File: config.mk
export PLATFORM = sky130hd
export DESIGN_NAME = fracn_ratio_seq
export DESIGN_NICKNAME = d
export VERILOG_FILES = /design/src/rtl/fracn_ratio_seq.sv
export SDC_FILE = /design/constraint.sdc
export NUM_CORES = 1
export LEC_CHECK = 0
export BUFFER_PORTS_ARGS = -buffer_cell sky130_fd_sc_hd__buf_2
export CAP_MARGIN = 20
export CORE_MARGIN = 2
export CORE_UTILIZATION = 40
export DETAILED_ROUTE_END_ITERATION = 12
export HOLD_SLACK_MARGIN = 0.1
export SYNTH_ARGS = -nofsm -noshare
export SYNTH_HDL_FRONTEND = slang
export SYNTH_SLANG_ARGS = --single-unit
File: constraint.sdc
create_clock -name clk -period 13.25 [get_ports clk]
set_input_delay 0.6625 -clock clk [delete_from_list [all_inputs] [get_ports clk]]
set_output_delay 0.6625 -clock clk [all_outputs]
set_load 0.02 [all_outputs]
File: src/rtl/fracn_ratio_seq.sv
module fracn_ratio_seq #(
  parameter int INT_W  = 4,
  parameter int FRAC_W = 12,
  parameter int OFFSET = 16,
  parameter logic [INT_W+FRAC_W-1:0] MIN_WORD   = 16'h2F42,
  parameter logic [INT_W+FRAC_W-1:0] MAX_WORD   = 16'hC05A,
  parameter logic [INT_W+FRAC_W-1:0] RESET_WORD = 16'h3B00
) (
  input  logic                     clk,
  input  logic                     rst_n,
  input  logic [INT_W+FRAC_W-1:0]  hi_word_stage,
  input  logic [INT_W+FRAC_W-1:0]  lo_word_stage,
  input  logic                     load,
  input  logic                     fsk_mode,
  input  logic                     tx_bit,
  output logic [INT_W+1:0]         div_ratio,
  output logic [INT_W-1:0]         int_nibble
);
  localparam int WORD_W  = INT_W + FRAC_W;
  localparam int RATIO_W = INT_W + 2;

  function automatic logic [WORD_W-1:0] clamp_word(input logic [WORD_W-1:0] w);
    if (w < MIN_WORD)      return MIN_WORD;
    else if (w > MAX_WORD) return MAX_WORD;
    else                   return w;
  endfunction

  logic [WORD_W-1:0] hi_act, lo_act;
  logic [FRAC_W-1:0] acc1, acc2, acc3;
  logic              c2_d, c3_d, c3_dd;

  wire               pick_hi  = fsk_mode && tx_bit;
  wire [WORD_W-1:0]  sel_word = pick_hi ? hi_act : lo_act;
  wire [FRAC_W-1:0]  sel_frac = sel_word[FRAC_W-1:0];
  wire               frac_zero = (sel_frac == '0);
  wire [RATIO_W-1:0] base = RATIO_W'(sel_word[WORD_W-1:FRAC_W]) + RATIO_W'(OFFSET);

  wire [WORD_W-1:0]  ld_hi   = clamp_word(hi_word_stage);
  wire [WORD_W-1:0]  ld_lo   = clamp_word(lo_word_stage);
  wire [WORD_W-1:0]  ld_sel  = pick_hi ? ld_hi : ld_lo;
  wire [RATIO_W-1:0] ld_base = RATIO_W'(ld_sel[WORD_W-1:FRAC_W]) + RATIO_W'(OFFSET);
  wire [RATIO_W-1:0] rst_base = RATIO_W'(RESET_WORD[WORD_W-1:FRAC_W]) + RATIO_W'(OFFSET);

  wire [FRAC_W:0] s1 = {1'b0, acc1} + {1'b0, sel_frac};
  wire [FRAC_W:0] s2 = {1'b0, acc2} + {1'b0, s1[FRAC_W-1:0]};
  wire [FRAC_W:0] s3 = {1'b0, acc3} + {1'b0, s2[FRAC_W-1:0]};
  wire c1 = s1[FRAC_W];
  wire c2 = s2[FRAC_W];
  wire c3 = s3[FRAC_W];

  logic signed [3:0] corr;
  always_comb
    corr = {3'b0, c1} + {3'b0, c2} - {3'b0, c2_d}
         + {3'b0, c3} - {2'b0, c3_d, 1'b0} + {3'b0, c3_dd};

  always_ff @(posedge clk) begin
    if (!rst_n) begin
      hi_act <= RESET_WORD;
      lo_act <= RESET_WORD;
      acc1 <= '0; acc2 <= '0; acc3 <= '0;
      c2_d <= 1'b0; c3_d <= 1'b0; c3_dd <= 1'b0;
      div_ratio <= rst_base;
    end else if (load) begin
      hi_act <= ld_hi;
      lo_act <= ld_lo;
      acc1 <= '0; acc2 <= '0; acc3 <= '0;
      c2_d <= 1'b0; c3_d <= 1'b0; c3_dd <= 1'b0;
      div_ratio <= ld_base;
    end else if (frac_zero) begin
      div_ratio <= base;
    end else begin
      acc1 <= s1[FRAC_W-1:0];
      acc2 <= s2[FRAC_W-1:0];
      acc3 <= s3[FRAC_W-1:0];
      c2_d <= c2;
      c3_d <= c3;
      c3_dd <= c3_d;
      div_ratio <= base + RATIO_W'(corr);
    end
  end

  assign int_nibble = sel_word[WORD_W-1:FRAC_W];

  p_band_r5: assert property (@(posedge clk) disable iff (!rst_n)
    (!load && !frac_zero) |=> (div_ratio + 3 >= $past(base) && div_ratio <= $past(base) + 4));

  p_int_only_r6: assert property (@(posedge clk) disable iff (!rst_n)
    (!load && frac_zero) |=> (div_ratio == $past(base) && $stable(acc1) && $stable(acc3)));

  p_stage_hold_r4: assert property (@(posedge clk) disable iff (!rst_n)
    !load |=> ($stable(hi_act) && $stable(lo_act)));

  p_in_range_r7: assert property (@(posedge clk) disable iff (!rst_n)
    (lo_act >= MIN_WORD && lo_act <= MAX_WORD && hi_act >= MIN_WORD && hi_act <= MAX_WORD));

  p_load_clear_r10: assert property (@(posedge clk) disable iff (!rst_n)
    load |=> (acc1 == '0 && acc2 == '0 && acc3 == '0 && !c3_d));
endmodule

After elaboration in Yosys (flattened, before gate mapping) --
Cells that the tools add are included. Widths: inputs -> output; s select.
Word-level totals: bits in registers 77, input port bits 37, output and inout port bits 10
Operators by class: $add $sub $neg 11, $lt $le $gt $ge 4, mux-type cells 8, bitwise gates (word level) 1, reductions and logical operators 3
Operators with widths (number):
- $mux 16 | 6
- $add 12x12->13 | 3
- $gt 16x16->1 const B | 2
- $lt 16x14->1 const B | 2
- $add 4x5->6 const B | 2
- $logic_not 12->1 | 1
- $mux 6 | 2
- $add 6x6->6 | 1
- $add 3x2->4 | 1
- $add 4x1->4 | 1
- $sub 4x2->4 | 1
- $sub 2x1->3 | 1
- $add 1x1->2 | 1
- $reduce_or 2->1 | 1
- $logic_and 1x1->1 | 1
- $not 1->1 | 1

Logic depth before layout (Yosys ltp) --
depth after elaboration 12, gate-level depth with buffers 33, depth with buffers taken out 31

Worst setup path after synthesis --
Ideal clock, no wire load.
kind input port to flip-flop, start input port fsk_mode, end register div_ratio[3], setup time 0.092 ns, data arrival time 6.492 ns, setup slack 6.666 ns, stages on the path 32, path buffers 2, path through and2_1 buf_2 buf_1 mux2_2 ha_1 inv_1 fa_1 nor2b_1 o31a_1 o21a_1 nor2_1 xnor2_1 ha_1 or2_2 o31ai_1 or2_2 o21ai_0 xor2_1 ha_1 nand2_1 o21ai_0 a21o_1 a21oi_1 fa_1 ha_1 inv_1 ha_1 a21o_1 a21o_1 xnor2_1 nor2_1 o32ai_1
RTL lines:
- start: declaration | RTL line 14 | input logic fsk_mode,
- $logic_and 1x1->1 | RTL line 32 | wire pick_hi = fsk_mode && tx_bit;
- $mux 16 | RTL line 33 | wire [WORD_W-1:0] sel_word = pick_hi ? hi_act : lo_act;
- $add 12x12->13 | RTL line 44 | wire [FRAC_W:0] s1 = {1'b0, acc1} + {1'b0, sel_frac};
- via s1[6] | RTL line 44
- $add 12x12->13 | RTL line 45 | wire [FRAC_W:0] s2 = {1'b0, acc2} + {1'b0, s1[FRAC_W-1:0]};
- via s2[9] | RTL line 45
- $add 12x12->13 | RTL line 46 | wire [FRAC_W:0] s3 = {1'b0, acc3} + {1'b0, s2[FRAC_W-1:0]};
- $add 3x2->4 | RTL line 54 | + {3'b0, c3} - {2'b0, c3_d, 1'b0} + {3'b0, c3_dd};
- $sub 4x2->4 | RTL line 54
- $add 4x1->4 | RTL line 54
- $add 6x6->6 | RTL line 78 | div_ratio <= base + RATIO_W'(corr);
- $mux 6 | RTL line 69 | end else if (frac_zero) begin
- $mux 6 | RTL line 63 | end else if (load) begin
- end signal: assignment | RTL line 62 | div_ratio <= rst_base;
- end signal: assignment | RTL line 70 | div_ratio <= base;
- end signal: assignment | RTL line 78
- end: declaration | RTL line 16 | output logic [INT_W+1:0] div_ratio,
The timed path passes the listed nets, and every way through them passes these cells. A chain may end at the register's enable or synchronous reset.

Worst setup path in the final report --
Same ends and word-level chain as after synthesis.

==> metrics.yaml <==
outcome: "completed"
fin_nets: 743
cts_tree: "yes"
grt_max_degree: 39
worst_pin_slew_ps: 1010
fin_setup_tns_ps: 0
final_common_cell: "dfxtp_1"
yosys_most_used_dff: "dfxtp_1"
dp_cells: 810
seq_area_um2: 1540
first_global_vias: 4253
synthTopCellsByArea: "dfxtp_1 30%, ha_1 12%, a21oi_1 6.0%"
start_util: 0.408
power_frac_clock: 0.337
final_max_slew_viol_count: 0
path_common_cell: "ha_1"
cts_buffers: 9
fillCellCount: 1273
timing.hold.ws_ps: 460
firstDrtPassIters: 4
drc: 0
post_cts.repair.setup_buffers: 0
finalSetupViolCount: 0
path_class: "input pin to flop"
drt-total-wl_um: 12400
die_h_um: 117
vias: 4497
final_cell_mix: "77 x dfxtp_1, 76 x nand2_1, 61 x a21oi_1"
first_iter_violations: 208
clk_latency_ps: 340
critPathMaxFanout: 20
grt-ovfl-total: 0
rows: 41
crit_buf_inv: 4
path_clk_slew_ps: 60
antenna_found_initial: 0
ys_warn_count: 0
cp-end-kind: "flop"
p_leak_uw: 0.00253
max_freq_mhz: 152
clockBufferDepth: 2
clkSinkCount: 77
yosysTopAreaCell: "dfxtp_1"
syn-instance-count: 610
io_pins: 47
via_per_inst: 5.45
critPathLaunchType: "input pin"
syn-num-nets: 704
htreeDepth: 3
period_share: 0.495
dpl.hpwl_um: 9390
ir_drop_v: 0.0000922
grt_pass1_wl_um: 20500
swShare: 0.324
syn_avg_cell_area_um2: 8.37
pwr-share-seq: 0.316
cts-root-buf: "clkbuf_16"
drive_gt1_frac: 0.149
die_x_um: 117
final_hold_viol_count: 0
place.gp.congestion: 0.858
antenna_cells: 0
cts_resized: 0
io_buffers: 46
finalCriticalPeriod_ps: 6560
max_slew_margin: 0.326
synth-seq-cells: 77
synth_enable_flop_cells: 0
crit_family: "adder cells"
synthesis.area_um2: 5110
finalPower_uw: 858
areaGrowthSynthToFinish_pct: 14.2
synth_top_area_share: 0.302
maxCapViolations: 0
p_comb_frac: 0.347
cpPeakStageDelay_ps: 430
p_per_area_nw_per_um2: 147
yosysSeqAreaShare: 0.302
ant_nets: 0
multi_input_area_um2: 3350
coreArea_um2: 12500
reg2reg_slack_ps: 7220
hp-class: "flop to flop"
rsz0062_at_grt: "false"
synth_cell_types: 64
intPower_uw: 580
dieArea_um2: 13700
postCtsHoldBufs: 0
finClkSkew_ps: 6.21
p_switching_uw: 278
cp.arrival_ps: 6810
critPathSlowestCell: "fa_1"
cp.required_ps: 13500
gr-usage-all-layers: 0.193
detail_route.wl_per_cell_um: 15.0
ys_async_sr_fraction: 0
instances_no_fill: 825
## power groups by stage
stage                     clock network [µW]  registers (µW)  logic [µW]
after global placement                     0             275         292
final                                    290             271         298
after CTS                                296             271         299
after detailed placement                   0             276         297
after global routing                     304             274         344
after floorplan                            0             279         229
## registers in the layout, summed over array words and instances (netlist names), 6 cells and up
signal and cells:
div_ratio 6, acc3 12, hi_act 16, acc1 12
acc2 12, lo_act 16
## cells in the mapped netlist (all sizes together), types with 7 or more instances
| cell type | number |
|---|---|
| dfxtp | 77 |
| nand2 | 77 |
| a21oi | 61 |
| ha | 51 |
| nor2 | 47 |
| o21ai | 34 |
| inv | 28 |
| xnor2 | 20 |
| clkbuf | 16 |
| mux2 | 15 |
| nand3 | 12 |
| nor4 | 12 |
| a211oi | 11 |
| a21o | 11 |
| nor2b | 10 |
| a22o | 9 |
| xor2 | 8 |
| a31oi | 7 |
| buf | 7 |
| mux2i | 7 |
| o211ai | 7 |
## metrics by stage
step                      worst slack (ps)  utilization  instance area [µm²]
after floorplan                       6670            -                 5110
after global placement                6360        0.438                 5480
after detailed placement              6340        0.438                 5480
after CTS                             6640        0.466                 5830
after global routing                  6160        0.466                 5830
final                                 6690        0.466                 5830
## final timing paths
path,endpoint,depth (start not counted),startpoint
max,div_ratio[3],32,fsk_mode
min,acc3[0],2,acc3[0]
max reg2reg,div_ratio[3],29,hi_act[0]
min reg2reg,acc3[0],2,acc3[0]
## metal layers
metal | share of wire | global-route usage
met1 | 0.46 | 0.243
met2 | 0.47 | 0.324
met3 | 0.043 | 0.0376
met4 | 0.024 | 0.0776
met5 | 0 | 0
## cell type report
class | count | area share
Clock buffer | 11 | 0.0433
Clock inverter | 4 | 0.0163
Inverter | 28 | 0.0180
Multi-Input combinational cell | 482 | 0.575
Sequential cell | 77 | 0.264
Tap cell | 172 | 0.0369
Timing Repair Buffer | 51 | 0.0459
## kinds of logic (layout without fill, tap and decap cells)
kind of cell | count (synthesis) | after routing | share of synthesized area
AO/OA/AOI/OAI | 182 | 182 | 0.236
buffers and inverters | 51 | 94 | 0.0414
AND/OR/NAND/NOR | 193 | 193 | 0.177
adder cells (fa/ha/maj) | 57 | 57 | 0.148
XOR/XNOR | 28 | 28 | 0.0480
flip-flops | 77 | 77 | 0.302
multiplexers | 22 | 22 | 0.0468
## worst register-to-register path, delay by kind of cell (launching register included)
kind	cells	cell delay, ps
flip-flops	1	370
AND/OR/NAND/NOR	6	800
adder cells (fa/ha/maj)	7	2250
multiplexers	1	170
XOR/XNOR	3	560
buffers and inverters	2	110
AO/OA/AOI/OAI	10	1670
(Power assumes the default switching activity.)
